**src/rtl/psq_pkg.sv**
```systemverilog
package psq_pkg;
  localparam int unsigned REG_W = 8;
  localparam int unsigned ADR_W = 16;

  localparam logic [ADR_W-1:0] A_VER  = 16'h2000;
  localparam logic [ADR_W-1:0] A_CTRL = 16'h2006;
  localparam logic [ADR_W-1:0] A_STAT = 16'h200A;
  localparam logic [ADR_W-1:0] A_FAIL = 16'h200B;

  localparam int unsigned ALARM_BIT = 4;
  localparam int unsigned CODE_W    = 5;

  typedef enum logic [1:0] {
    ST_OFF,
    ST_RAMP,
    ST_ON,
    ST_DISCH
  } seq_st_e;
endpackage

```
**src/rtl/psq_glitch_filter.sv**
```systemverilog
module psq_glitch_filter #(
  parameter int unsigned FILT_LEN = 16
) (
  input  logic clk_i,
  input  logic rst_ni,
  input  logic raw_i,
  output logic filt_o
);
  localparam int unsigned CW = (FILT_LEN > 2) ? $clog2(FILT_LEN) : 1;

  logic [CW-1:0] cnt_q;
  logic          filt_q;

  always_ff @(posedge clk_i or negedge rst_ni) begin
    if (!rst_ni) begin
      cnt_q  <= '0;
      filt_q <= 1'b0;
    end else if (raw_i == filt_q) begin
      cnt_q <= '0;
    end else if (cnt_q == CW'(FILT_LEN - 1)) begin
      cnt_q  <= '0;
      filt_q <= raw_i;
    end else begin
      cnt_q <= cnt_q + 1'b1;
    end
  end

  assign filt_o = filt_q;

  // output only moves toward the level just sampled
  p_filt_agree_r10: assert property (@(posedge clk_i) disable iff (!rst_ni)
    !$stable(filt_q) |-> ($past(raw_i) == filt_q));
endmodule

```
**src/rtl/psq_seq_fsm.sv**
```systemverilog
module psq_seq_fsm
  import psq_pkg::*;
#(
  parameter int unsigned N_RAILS   = 4,
  parameter int unsigned STEP_CYC  = 100,
  parameter int unsigned DISCH_CYC = 100
) (
  input  logic               clk_i,
  input  logic               rst_ni,
  input  logic               en_i,
  input  logic               alarm_i,
  input  logic [N_RAILS-1:0] rail_good_i,
  output logic [N_RAILS-1:0] rail_en_o,
  output logic               fault_o,
  output logic [CODE_W-1:0]  fault_code_o
);
  localparam int unsigned IW    = (N_RAILS > 1) ? $clog2(N_RAILS) : 1;
  localparam int unsigned T_MAX = (STEP_CYC > DISCH_CYC) ? STEP_CYC : DISCH_CYC;
  localparam int unsigned TW    = $clog2(T_MAX + 1);

  seq_st_e           state_q;
  logic [IW-1:0]     idx_q;
  logic [TW-1:0]     tmr_q;
  logic [N_RAILS-1:0] rail_en_q;

  logic active, step_good, step_to, last_step;

  assign active    = (state_q == ST_RAMP) || (state_q == ST_ON);
  assign step_good = rail_good_i[idx_q];
  assign step_to   = (state_q == ST_RAMP) && !step_good && (tmr_q == TW'(STEP_CYC - 1));
  assign last_step = (idx_q == IW'(N_RAILS - 1));

  always_comb begin
    fault_o      = active && (alarm_i || step_to);
    fault_code_o = '0;
    if (alarm_i)      fault_code_o[ALARM_BIT] = 1'b1;
    else if (step_to) fault_code_o = CODE_W'(1) << idx_q;
  end

  always_ff @(posedge clk_i or negedge rst_ni) begin
    if (!rst_ni) begin
      state_q   <= ST_OFF;
      idx_q     <= '0;
      tmr_q     <= '0;
      rail_en_q <= '0;
    end else begin
      unique case (state_q)
        ST_OFF: begin
          if (en_i) begin
            state_q   <= ST_RAMP;
            idx_q     <= '0;
            tmr_q     <= '0;
            rail_en_q <= N_RAILS'(1);
          end
        end
        ST_RAMP, ST_ON: begin
          if (fault_o || !en_i) begin
            state_q   <= ST_DISCH;
            tmr_q     <= '0;
            rail_en_q <= '0;
          end else if (state_q == ST_RAMP) begin
            if (step_good) begin
              tmr_q <= '0;
              if (last_step) begin
                state_q <= ST_ON;
              end else begin
                idx_q     <= idx_q + 1'b1;
                rail_en_q <= {rail_en_q[N_RAILS-2:0], 1'b1};
              end
            end else begin
              tmr_q <= tmr_q + 1'b1;
            end
          end
        end
        ST_DISCH: begin
          if (tmr_q == TW'(DISCH_CYC - 1)) begin
            state_q <= ST_OFF;
            tmr_q   <= '0;
          end else begin
            tmr_q <= tmr_q + 1'b1;
          end
        end
        default: state_q <= ST_OFF;
      endcase
    end
  end

  assign rail_en_o = rail_en_q;

  for (genvar k = 1; k < N_RAILS; k++) begin : g_order
    p_order_r4: assert property (@(posedge clk_i) disable iff (!rst_ni)
      $rose(rail_en_q[k]) |-> $past(rail_good_i[k-1]));
  end

  p_fault_off_r6: assert property (@(posedge clk_i) disable iff (!rst_ni)
    fault_o |=> (rail_en_q == '0));

  p_disch_hold_r9: assert property (@(posedge clk_i) disable iff (!rst_ni)
    (state_q == ST_DISCH) |-> (rail_en_q == '0));

  p_disable_off_r11: assert property (@(posedge clk_i) disable iff (!rst_ni)
    (active && !en_i) |=> (rail_en_q == '0));
endmodule

```
**src/rtl/psq_regs.sv**
```systemverilog
module psq_regs
  import psq_pkg::*;
#(
  parameter int unsigned N_RAILS = 4,
  parameter logic [7:0]  VERSION = 8'h03
) (
  input  logic               clk_i,
  input  logic               rst_ni,
  input  logic [ADR_W-1:0]   addr_i,
  input  logic               wr_en_i,
  input  logic [REG_W-1:0]   wdata_i,
  output logic [REG_W-1:0]   rdata_o,
  input  logic [N_RAILS-1:0] rail_good_i,
  input  logic               alarm_i,
  input  logic               fault_i,
  input  logic [CODE_W-1:0]  fault_code_i,
  output logic               en_o,
  output logic               pwr_good_o
);
  logic              en_q;
  logic [CODE_W-1:0] fail_q;
  logic [REG_W-1:0]  status;
  logic              ctrl_wr;
  logic              unused_wdata;

  assign ctrl_wr      = wr_en_i && (addr_i == A_CTRL);
  assign unused_wdata = ^wdata_i[REG_W-1:1];

  always_ff @(posedge clk_i or negedge rst_ni) begin
    if (!rst_ni) begin
      en_q   <= 1'b0;
      fail_q <= '0;
    end else if (fault_i) begin
      en_q   <= 1'b0;
      fail_q <= fault_code_i;
    end else if (ctrl_wr) begin
      en_q <= wdata_i[0];
      if (wdata_i[0]) fail_q <= '0;
    end
  end

  always_comb begin
    status                     = '0;
    status[N_RAILS-1:0]        = rail_good_i;
    status[ALARM_BIT]          = alarm_i;
  end

  always_comb begin
    unique case (addr_i)
      A_VER:   rdata_o = VERSION;
      A_CTRL:  rdata_o = {{(REG_W-1){1'b0}}, en_q};
      A_STAT:  rdata_o = status;
      A_FAIL:  rdata_o = {{(REG_W-CODE_W){1'b0}}, fail_q};
      default: rdata_o = '0;
    endcase
  end

  assign en_o       = en_q;
  assign pwr_good_o = (status == REG_W'({N_RAILS{1'b1}}));

  p_ctrl_follow_r3: assert property (@(posedge clk_i) disable iff (!rst_ni)
    (ctrl_wr && !fault_i) |=> (en_q == $past(wdata_i[0])));

  p_fail_clr_r8: assert property (@(posedge clk_i) disable iff (!rst_ni)
    (ctrl_wr && wdata_i[0] && !fault_i) |=> (fail_q == '0));

  p_fault_drop_r7: assert property (@(posedge clk_i) disable iff (!rst_ni)
    fault_i |=> !en_q);
endmodule

```
**src/rtl/psq_ctrl.sv**
```systemverilog
module psq_ctrl
  import psq_pkg::*;
#(
  parameter int unsigned N_RAILS   = 4,
  parameter int unsigned N_ALARMS  = 2,
  parameter int unsigned STEP_CYC  = 100_000_000,
  parameter int unsigned DISCH_CYC = 50_000_000,
  parameter int unsigned FILT_LEN  = 16,
  parameter logic [7:0]  VERSION   = 8'h03
) (
  input  logic                clk_i,
  input  logic                rst_ni,
  input  logic [15:0]         addr_i,
  input  logic                wr_en_i,
  input  logic [7:0]          wdata_i,
  output logic [7:0]          rdata_o,
  input  logic [N_RAILS-1:0]  rail_good_i,
  input  logic [N_ALARMS-1:0] alarm_i,
  output logic [N_RAILS-1:0]  rail_en_o,
  output logic                pwr_good_o
);
  logic [N_ALARMS-1:0] alarm_filt;
  logic                alarm_any;
  logic                en;
  logic                fault;
  logic [CODE_W-1:0]   fault_code;

  for (genvar a = 0; a < N_ALARMS; a++) begin : g_filt
    psq_glitch_filter #(.FILT_LEN(FILT_LEN)) u_filt (
      .clk_i  (clk_i),
      .rst_ni (rst_ni),
      .raw_i  (alarm_i[a]),
      .filt_o (alarm_filt[a])
    );
  end

  assign alarm_any = |alarm_filt;

  psq_seq_fsm #(
    .N_RAILS  (N_RAILS),
    .STEP_CYC (STEP_CYC),
    .DISCH_CYC(DISCH_CYC)
  ) u_fsm (
    .clk_i       (clk_i),
    .rst_ni      (rst_ni),
    .en_i        (en),
    .alarm_i     (alarm_any),
    .rail_good_i (rail_good_i),
    .rail_en_o   (rail_en_o),
    .fault_o     (fault),
    .fault_code_o(fault_code)
  );

  psq_regs #(
    .N_RAILS(N_RAILS),
    .VERSION(VERSION)
  ) u_regs (
    .clk_i       (clk_i),
    .rst_ni      (rst_ni),
    .addr_i      (addr_i),
    .wr_en_i     (wr_en_i),
    .wdata_i     (wdata_i),
    .rdata_o     (rdata_o),
    .rail_good_i (rail_good_i),
    .alarm_i     (alarm_any),
    .fault_i     (fault),
    .fault_code_i(fault_code),
    .en_o        (en),
    .pwr_good_o  (pwr_good_o)
  );
endmodule

```
**config.mk**
```make
export PLATFORM = sky130hd
export DESIGN_NAME = psq_ctrl
export DESIGN_NICKNAME = d
export VERILOG_FILES = /design/src/rtl/psq_pkg.sv /design/src/rtl/psq_glitch_filter.sv /design/src/rtl/psq_seq_fsm.sv /design/src/rtl/psq_regs.sv /design/src/rtl/psq_ctrl.sv
export SDC_FILE = /design/constraint.sdc
export NUM_CORES = 1
export LEC_CHECK = 0
export ABC_AREA = 1
export BUFFER_PORTS_ARGS = -buffer_cell sky130_fd_sc_hd__buf_2
export CORE_ASPECT_RATIO = 1.1
export CORE_MARGIN = 10
export CORE_UTILIZATION = 41
export DETAILED_ROUTE_END_ITERATION = 16
export PLACE_DENSITY = 0.66
export SLEW_MARGIN = 25
export SYNTH_ARGS = -nofsm -noshare
export SYNTH_HDL_FRONTEND = slang
export SYNTH_HIERARCHICAL = 1
export SYNTH_SLANG_ARGS = --single-unit
```
**constraint.sdc**
```tcl
create_clock -name clk_i -period 1.8 [get_ports clk_i]
set_input_delay 0.18 -clock clk_i [delete_from_list [all_inputs] [get_ports clk_i]]
set_output_delay 0.18 -clock clk_i [all_outputs]
set_load 0.005 [all_outputs]
```
Yosys cells after proc, flatten, opt, wreduce, memory -nomap -nowiden

Index checks and enable logic that the tools add are counted.

Add/subtract/negate cells: 4
Multiply operators: 0
Divide/modulo/power cells: 0
Order comparisons: 1
Eq/ne operators: 25
Shift-type cells: 1
Muxes and demuxes: 40
Bitwise operators: 2
Reduce and logical (&&, ||, !) cells: 22

Operator list:

| kind                                                                    | count |
|---|---|
| 27-bit 2-to-1 mux                                                       | 5 |
| 27-bit case mux with 3 select lines                                     | 1 |
| 16-bit by 14-bit equality test with 1-bit output, second input constant | 4 |
| 4-bit 2-to-1 mux                                                        | 10 |
| 27-bit by 1-bit adder with 27-bit output, second input constant         | 1 |
| 27-bit by 26-bit equality test with 1-bit output, second input constant | 1 |
| 27-bit equality test, second input constant                             | 1 |
| 2-bit 2-to-1 mux                                                        | 11 |
| 5-bit 2-to-1 mux                                                        | 4 |
| 5-bit case mux with 4 select lines                                      | 1 |
| 5-bit AND reduction                                                     | 2 |
| 3-bit by 1-bit inequality test with 1-bit output, second input constant | 3 |
| 4-bit by 1-bit adder with 4-bit output, second input constant           | 2 |
| 4-bit equality test, second input constant                              | 2 |
| 2-bit by 1-bit inequality test with 1-bit output, second input constant | 4 |
| 4-bit case mux with 2 select lines                                      | 1 |
| 2-bit AND reduction                                                     | 4 |
| 2-bit equality test, second input constant                              | 3 |
| 2-bit case mux with 3 select lines                                      | 1 |
| 6-bit AND reduction                                                     | 1 |
| 2-bit nonzero test                                                      | 3 |
| 5-bit by 4-bit equality test with 1-bit output, second input constant   | 1 |
| 1-bit by 2-bit left shift with 5-bit output, first input constant       | 1 |
| 1-bit logical AND                                                       | 4 |
| 14 further kinds                                                        | 24 |

Flip-flop bits (word level): 51
Bits in latches: 0
Memory bits (writable): 0
ROM bits: 0
Output and inout port bits: 13
Word-level logic and storage cells: 105
Memories: 0

Longest topological paths before layout

Gate-level depths: netlist (run 1).

Depth in word-level cells: 10
Mapped depth: 14
Mapped depth without buffers: 14

By module

The synthesis (run 1) kept the hierarchy.

Modules (own cells, without submodules):

| module            | times used | cells an instance | area an instance (sq um) |
|---|---|---|---|
| psq_seq_fsm       | 1          | 534               | 3238.1 |
| psq_regs          | 1          | 78                | 505.5 |
| psq_glitch_filter | 2          | 26                | 225.2 |
| psq_ctrl          | 1          | 3                 | 11.3 |

Least setup slack after synthesis (run 1)

No wires, ideal clock.

Path kind: register to register
From: reg u_fsm.state_q[1]
To: reg u_fsm.tmr_q[2]
Setup time: 118 ps
Arrival: 1750 ps
Data required time: 1682 ps
Path slack: -68 ps
Stages on the path, launching flop included: 15
Path buffers: 1
Clock period less this slack: 1868 ps
Cell sequence: dfrtp_1 -> inv_1 -> ha_1 -> nand2_1 -> nor2_1 -> nand3_1 -> nor2_2 -> nand2_2 -> nand4_4 -> nor2_4 -> nor2_8 -> inv_2 -> buf_6 -> nand2_1 -> nand2_1

Word-level cells in the longest chain between the ends: 8

RTL lines:

| element                                                                               | RTL line          | RTL |
|---|---|---|
| start, declared                                                                       | psq_seq_fsm.sv:21 | `seq_st_e state_q;` |
| start signal, assigned                                                                | psq_seq_fsm.sv:42 | `state_q <= ST_OFF;` |
| start signal, assigned                                                                | psq_seq_fsm.sv:50 | `state_q <= ST_RAMP;` |
| start signal, assigned                                                                | psq_seq_fsm.sv:58 | `state_q <= ST_DISCH;` |
| 2-bit by 1-bit equality test with 1-bit output                                        | n/a               |  |
| 1-bit logical AND (2 in a row)                                                        | psq_seq_fsm.sv:30 | `assign step_to = (state_q == ST_RAMP) && !step_good && (tmr_q == TW'(STEP_CYC - 1));` |
| 1-bit logical OR                                                                      | psq_seq_fsm.sv:34 | `fault_o = active && (alarm_i \|\| step_to);` |
| 1-bit logical AND                                                                     | psq_seq_fsm.sv:34 |  |
| 1-bit logical OR                                                                      | psq_seq_fsm.sv:57 | `if (fault_o \|\| !en_i) begin` |
| 27-bit 2-to-1 mux or 3-bit by 1-bit inequality test with 1-bit output (tied branches) | n/a               |  |
| 27-bit case mux with 3 select lines or 2-bit AND reduction (tied branches)            | n/a               |  |
| end signal, assigned                                                                  | psq_seq_fsm.sv:71 | `tmr_q <= tmr_q + 1'b1;` |
| end signal, assigned                                                                  | psq_seq_fsm.sv:80 | `tmr_q <= tmr_q + 1'b1;` |
| end, declared                                                                         | psq_seq_fsm.sv:23 | `logic [TW-1:0] tmr_q;` |

Parallel ways exist; a longest one is shown, timed or not.
A chain may end at the register's enable or synchronous reset.

Worst setup path after layout (run 1)

From: reg u_fsm.tmr_q[1]
To: reg u_fsm.tmr_q[10]

Word-level cells in the longest chain between the ends: 7

RTL lines:

| element |
|---|
| branches (longest 7 deep; another with 27-bit by 1-bit adder with 27-bit output) |

Several ways; the timed one is not identified. The select of a mux whose other input is x is not followed.

==> summary.md, run 1 <==
| Metric | Value |
|---|---|
| Worst min-delay path class | in2reg |
| Top_reg_cell synth | dfrtp_1 |
| Synth Area per Inst | 6.30 um^2 |
| Post-route DRC | 0 |
| Clock Latency Late Sink | 320 ps |
| Fillcell total | 958 |
| DR pass1 iterations | 5 |
| Failing checks | negative setup slack |
| Wire per inst | 14.4 um |
| Synth area leaders | dfrtp_1 30%, nand2_1 20%, nor2_1 8.7% |
| Max incr delay on CP | 410 ps |
| Sequential share of the synthesized area | 0.303 |
| Post-synth EDFFs | 0 |
| CTS tree | yes |
| Pwr dens | 907 nW/um^2 |
| DRT antenna net count | 0 |
| Clock Skew | 15.6 ps |
| Mapped Cells | 667 |
| Global placer's final weighted congestion | 0.918 |
| Synth async-reset ratio | 1.00 |
| Mapped Area | 4210 um^2 |
| Initial Utilization | 0.423 |
| Root Driver | clkbuf_8 |
| Setup Crit Path Kind | reg2reg |
| Final Hold Viols | 0 |
| GRT Total Usage | 0.171 |
| Core Area | 9940 um^2 |
| Worst path cell trace | ha_4, inv_2, nor2_4, nand3_2, nor2_2, nand2_2, nand4_4, nor2_4, nor2_8, buf_6, inv_8, nand2_1, nand2_1 |
| Synth unique cells | 34 |
| Routed via count | 4637 |
| Crit Path Max Fanout | 20 |
| Placed insts | 859 |
| Most numerous cell in the Yosys netlist | nand2_1 |
| Clock Tree Buf Depth | 2 |
| Share of cells above drive strength 1 | 0.227 |
| TNS Setup | -495 ps |
| Via count of the first global-routing pass | 4450 |
| Largest net degree at the start of global routing | 52 |
| Area grow syn2layout | 24.4% |
| Fin crit share | 1.02 |
| Placed inst area | 4910 um^2 |
| H-tree depth | 2 |
| Critical Path RT | 2010 ps |
| Maximum VDD drop | 0.611 mV |
| Top cell type's share of synthesized area | 0.303 |
| Routed wire length | 12600 um |
| GRT overflow | 0 |
| Worst Slack Setup Final | -35.1 ps |
| Initial DRC count | 431 |
| Synth Register Bits | 51 |
| Cell accounting for the most synthesized area | dfrtp_1 |
| Min Clock Period, post-route | 1840 ps |
| Fmax achieved | 545 MHz |
| Design area | 5230 um^2 |
| Outcome | finished with violations |
| Leak pwr | 2.60 nW |
| First-pass GRT wire length | 21000 um |
| Critical Path Sink Type | flip-flop |
| Detailed placement HPWL | 9150 um |
| N_diodes | 0 |
| CTS clk-pin slew, worst paths | 100 ps |
| Synth warn | 6 |
| Site Rows | 38 |
| TritonCTS Sinks | 51 |
| Die area | 14700 um^2 |
| Core Util, Final | 0.526 |
| I/O Buffers | 35 |
| Pre-CTS WS | -94.4 ps |
| Max cap viols | 0 |
| Die X-Extent | 117 um |
| # setup viols final | 26 |
| Layout Cells excl Fill | 878 |
| Slowest cell on crit path | dfrtp_1 |
| Ports | 46 |
| Max-slew violations | 0 |
| Via/cell ratio | 5.28 |
| Nets | 802 |
| RSZ-0062 raised after global routing | true |
| Die height | 126 um |
| Critical Path Start Type | flip-flop |
| Antenna violations before repair | 0 |
| Commonest cells in the netlist | 219 x nand2_1, 98 x nor2_1, 71 x inv_1, 69 x nand3_1, 56 x nand4_1 |
| Num CTS Buffers | 5 |
| Crit path DAT | 2050 ps |
## cells in the final DEF (no fill, tap or decap), types with 3 or more instances in the layout
cell / Yosys / final
buf_2: 3 / 35
ha_1: 12 / 9
o21ai_1: 5 / 10
buf_4: 4 / 60
inv_2: 2 / 5
clkbuf_8: 0 / 5
buf_6: 5 / 5
nor2_4: 3 / 7
nand3_1: 69 / 66
nand3_2: 1 / 4
dfrtp_1: 51 / 47
nor2_1: 98 / 85
xnor2_1: 6 / 6
o22ai_1: 3 / 3
nor2_2: 6 / 15
or2_2: 3 / 3
xor2_1: 5 / 5
buf_12: 0 / 4
dfrtp_2: 0 / 4
o21ai_0: 14 / 9
conb_1: 1 / 3
ha_4: 0 / 3
nand2_2: 3 / 11
nand4_1: 56 / 56
nand2_1: 219 / 210
inv_1: 71 / 67
nand3b_1: 3 / 3
## per-stage QoR
| step | power (mW) | hold WS [ps] |
|---|---|---|
| after CTS | 4.79 | 138 |
| after detailed placement | 3.83 | 200 |
| after floorplan | 2.91 | -116 |
| after global placement | 3.77 | 200 |
| after global routing | 5.06 | 137 |
| final | 4.75 | 137 |
## state kept, by name, summed over array words and instances (netlist names)
register	flops
u_fsm/tmr_q	27
g_filt.u_filt/cnt_q	8
u_regs/fail_q	5
u_fsm/rail_en_o	4
g_filt.u_filt/filt_o	2
u_fsm/idx_q	2
u_fsm/state_q	2
u_regs/en_o	1
## where the power goes
part           leakage [nW]  switching [mW]  internal [mW]
sequential            0.678          0.0999           1.25
combinational          1.88            1.77          0.911
clock                0.0408           0.442          0.280
total                  2.60            2.31           2.44
## final timing paths
kind                                    start                       to  slack (ps)  cells after the start
setup / recovery               u_fsm/tmr_q[1]          u_fsm/tmr_q[10]         -40                     13
hold / removal                     alarm_i[0]  g_filt[0].u_filt/filt_o         140                      3
setup reg to reg               u_fsm/tmr_q[1]          u_fsm/tmr_q[10]         -40                     13
hold reg to reg            u_fsm/rail_en_o[3]       u_fsm/rail_en_o[3]         480                      2
max in group asynchronous              rst_ni           u_fsm/tmr_q[3]        1170                      3
min in group asynchronous              rst_ni          u_fsm/tmr_q[19]         380                      3
## kinds of logic (layout without fill, tap and decap cells)
| family | Yosys count | count (layout) | share of synthesized area |
|---|---|---|---|
| AOI/OAI and AO/OA | 26 | 26 | 0.0342 |
| DFF | 51 | 51 | 0.303 |
| buffers and inverters | 98 | 187 | 0.101 |
| adders and majority gates | 12 | 12 | 0.0357 |
| other | 1 | 3 | 0.000892 |
| xor gates and xnor gates | 11 | 11 | 0.0229 |
| and+or+nand+nor | 468 | 468 | 0.502 |
## layer usage
layer / track usage / up-vias / share of wire
met3: 0.0294 / 27 / 0.079
li1: - / 2324 / -
met1: 0.215 / 2130 / 0.42
met2: 0.287 / 156 / 0.48
met4: 0.0546 / 0 / 0.022
met5: 0 / - / 0
## critical path: cells and delay by family (launching register included)
kind / cells / cell delay, ps
flops: 1 / 410
fa+ha+maj: 1 / 170
buf+inv: 3 / 240
simple gates: 9 / 910
## cell type report
class / instances / area, um^2 / share of cell area
clock buffer: 5 / 68.8 / 0.0132
inverter: 74 / 285 / 0.0545
timing repair buffer: 105 / 772 / 0.148
clock inverter: 3 / 23.8 / 0.00454
multi-input combinational: 520 / 2650 / 0.507
tap: 120 / 150 / 0.0287
sequential: 51 / 1280 / 0.245
## what timing repair did
item,in CTS,in global routing
hold buffers,1,0
setup buffers,5,8
resized for setup,14,42
pin swaps,0,10
hold endpoints to repair,51,0
endpoints found under the setup margin,32,41
gates cloned,1,0
(Power assumes the default switching activity.)
==> inputs of run 2 (changes only) <==
--- a/config.mk
+++ b/config.mk
@@ -12,4 +12,5 @@
 export CORE_UTILIZATION = 41
 export DETAILED_ROUTE_END_ITERATION = 16
+export GPL_TIMING_DRIVEN = 0
 export PLACE_DENSITY = 0.66
 export SLEW_MARGIN = 25
==> constraint.sdc (replaced) <==
create_clock -name clk_i -period 1.8 [get_ports clk_i]
set_input_delay 0.18 -clock clk_i [delete_from_list [all_inputs] [get_ports clk_i]]
set_output_delay 0.18 -clock clk_i [all_outputs]
set_load 0.05 [all_outputs]
==> summary.md, run 2 (synthesis results as in run 1) <==
| Metric | Value |
|---|---|
| R2R cell count | 12 (-1) |
| Min Clock Period, post-route | 1920 ps (+82.6 ps) |
| Crit path DAT | 2180 ps (+130 ps) |
| Nets | 801 (-0.12%) |
| Max cap viols | 0 (unchanged) |
| Die X-Extent | 117 um (unchanged) |
| Commonest non-fill, non-tap cell in the layout | nand2_1 |
| Fmax achieved | 521 MHz (-4.3%) |
| Worst Slack Setup Final | -118 ps (-82.6 ps) |
| Outcome | finished with violations |
| Root Driver | clkbuf_8 |
| Worst hold start | alarm_i[0] |
| Area grow syn2layout | 27.9% |
| Site Rows | 38 (unchanged) |
| Share of cells above drive strength 1 | 0.269 (+0.0426) |
| Crit path from | u_fsm/tmr_q[0] |
| Wire per inst | 15.7 um (+9.3%) |
| Core Area | 9940 um^2 (unchanged) |
| Most flop-heavy register | u_fsm/tmr_q |
| H-tree depth | 2 (unchanged) |
| Detailed placement HPWL | 9450 um (+3.3%) |
| First-pass GRT wire length | 21100 um (+0.73%) |
| GRT Total Usage | 0.177 (+0.00686) |
| Antenna violations before repair | 0 (unchanged) |
| Fin crit share | 1.07 (+0.0459) |
| Slew Limit Headroom | 0.566 |
| TritonCTS Sinks | 51 (unchanged) |
| Layout Cells excl Fill | 877 (-0.11%) |
| CTS tree | yes |
| Clock Skew | 10.2 ps (-5.36 ps) |
| R2r endpoint | u_fsm/tmr_q[16] |
| Routed via count | 4804 (+3.6%) |
| Via/cell ratio | 5.48 (+3.7%) |
| Commonest non-fill, non-tap cells in the layout | 187 x nand2_1, 90 x nor2_1, 64 x inv_1 |
| Hold_ws | 139 ps (+1.93 ps) |
| Initial Utilization | 0.423 (unchanged) |
| Leak pwr | 2.60 nW (+0.21%) |
| Setup Crit Path Kind | reg2reg |
| Worst Setup EP | u_fsm/tmr_q[16] |
| Die area | 14700 um^2 (unchanged) |
| Die height | 126 um (unchanged) |
| Ports | 46 (unchanged) |
| Critical Path Start Type | flip-flop |
| N_diodes | 0 (unchanged) |
| Global placer's final weighted congestion | 1.03 (+13%) |
| Pre-CTS WS | -529 ps (-435 ps) |
| I/O Buffers | 35 (unchanged) |
| Num CTS Buffers | 5 (unchanged) |
| # setup viols final | 31 (+19%) |
| Initial DRC count | 339 (-21%) |
| GRT overflow | 0 (unchanged) |
| DRT antenna net count | 0 (unchanged) |
| Post-route DRC | 0 (unchanged) |
| Worst min-delay path class | in2reg |
| DR pass1 iterations | 5 (unchanged) |
| Least-Margin Pin Slew | 651 ps |
| Number of flip-flops in the largest register | 27 (unchanged) |
| Routed wire length | 13800 um (+9.1%) |
| CTS clk-pin slew, worst paths | 100 ps (about the same) |
| Via count of the first global-routing pass | 4306 (-3.2%) |
| TNS Setup | -1790 ps (-1300 ps) |
| Critical Path Sink Type | flip-flop |
| Crit Path Max Fanout | 5 (-75%) |
| Final Hold Viols | 0 (unchanged) |
| Max-slew violations | 0 (unchanged) |
| Clock Latency Late Sink | 320 ps (about the same) |
| Failing checks | negative setup slack |
| Maximum VDD drop | 0.601 mV (-1.6%) |
| Critical Path RT | 2060 ps (+50 ps) |
| Top flop regs | u_fsm/tmr_q: 27 flops, g_filt.u_filt/cnt_q: 8 flops, u_regs/fail_q: 5 flops |
| RSZ-0062 raised after global routing | true |
| Largest net degree at the start of global routing | 52 (unchanged) |
| Placed insts | 824 (-4.1%) |
| Worst r2r src | u_fsm/tmr_q[0] |
| R2r setup slk | -120 ps (-80 ps) |
| Pwr dens | 1030 nW/um^2 (+14%) |
| Clock Tree Buf Depth | 2 (unchanged) |
## run 2: cell types whose count changed in the layout (fill, tap and decap cells not counted), sizes merged
cell      change
clkbuf        +7
buf           -9
nor2          +1
bufinv        +2
nand2         +1
clkinvlp      -2
inv           -1
## run 2: repair_timing
| action | CTS | global route |
|---|---|---|
| hold endpoints to repair | 51 | 0 |
| cloned | 7 | 1 |
| pin swaps | 20 | 20 |
| setup endpoints to repair | 41 | 41 |
| gates resized for setup | 71 | 52 |
| buffers inserted | 28 | 9 |
| hold buffers | 1 | 0 |
## run 2: stage by stage
step,utilization,power [mW],area [um^2]
global route,0.541,5.87,5380
finish,0.541,5.55,5380
detailed placement,0.460,3.62,4570
CTS,0.522,5.17,5190
floorplan,-,2.96,4240
global placement,0.460,3.60,4570
## run 2: final cells by class
cell class / instances / area [um^2]
Inverter: 74 / 280
Buffer: 24 / 178
Clock buffer: 6 / 72.6
Multi-Input combinational cell: 522 / 2810
Sequential cell: 51 / 1290
Tap cell: 120 / 150
Clock inverter: 2 / 60.1
Timing Repair Buffer: 78 / 539
Fill cell: 974 / 4560
## run 2: worst max-delay path, cell delays in order, from the launching register on
cell and delay, ps:
dfrtp_2 460, ha_4 190, inv_2 60, nor2_4 40, nand3_2 90, nor2_4 40
buf_4 130, a21oi_4 230, buf_6 170, nand4_1 120, nand2_2 140, nand3_2 80
nand2_2 90
## run 2: routing by layer
layer	track usage	up-vias	routed length, um
met3	0.0370	29	1220
met1	0.217	2256	5630
met2	0.296	188	6570
li1	-	2331	-
met4	0.0691	0	377
met5	0	-	0
## run 2: how the worst min path moves through the flow
stage / endpoint / depth (start not counted)
after global placement: g_filt[0].u_filt/filt_o / 3
after global routing: g_filt[1].u_filt/filt_o / 3
after CTS: g_filt[0].u_filt/filt_o / 3
after floorplan: g_filt[0].u_filt/cnt_q[0] / 0
final: g_filt[0].u_filt/filt_o / 3
after detailed placement: u_regs/en_o / 1
## run 2: report_power, final
group	leakage [nW]	switching [mW]	internal (mW)	total, mW
sequential	0.671	0.103	1.25	1.35
combinational	1.87	2.10	1.13	3.24
clock	0.0654	0.403	0.556	0.958
total	2.60	2.61	2.94	5.55
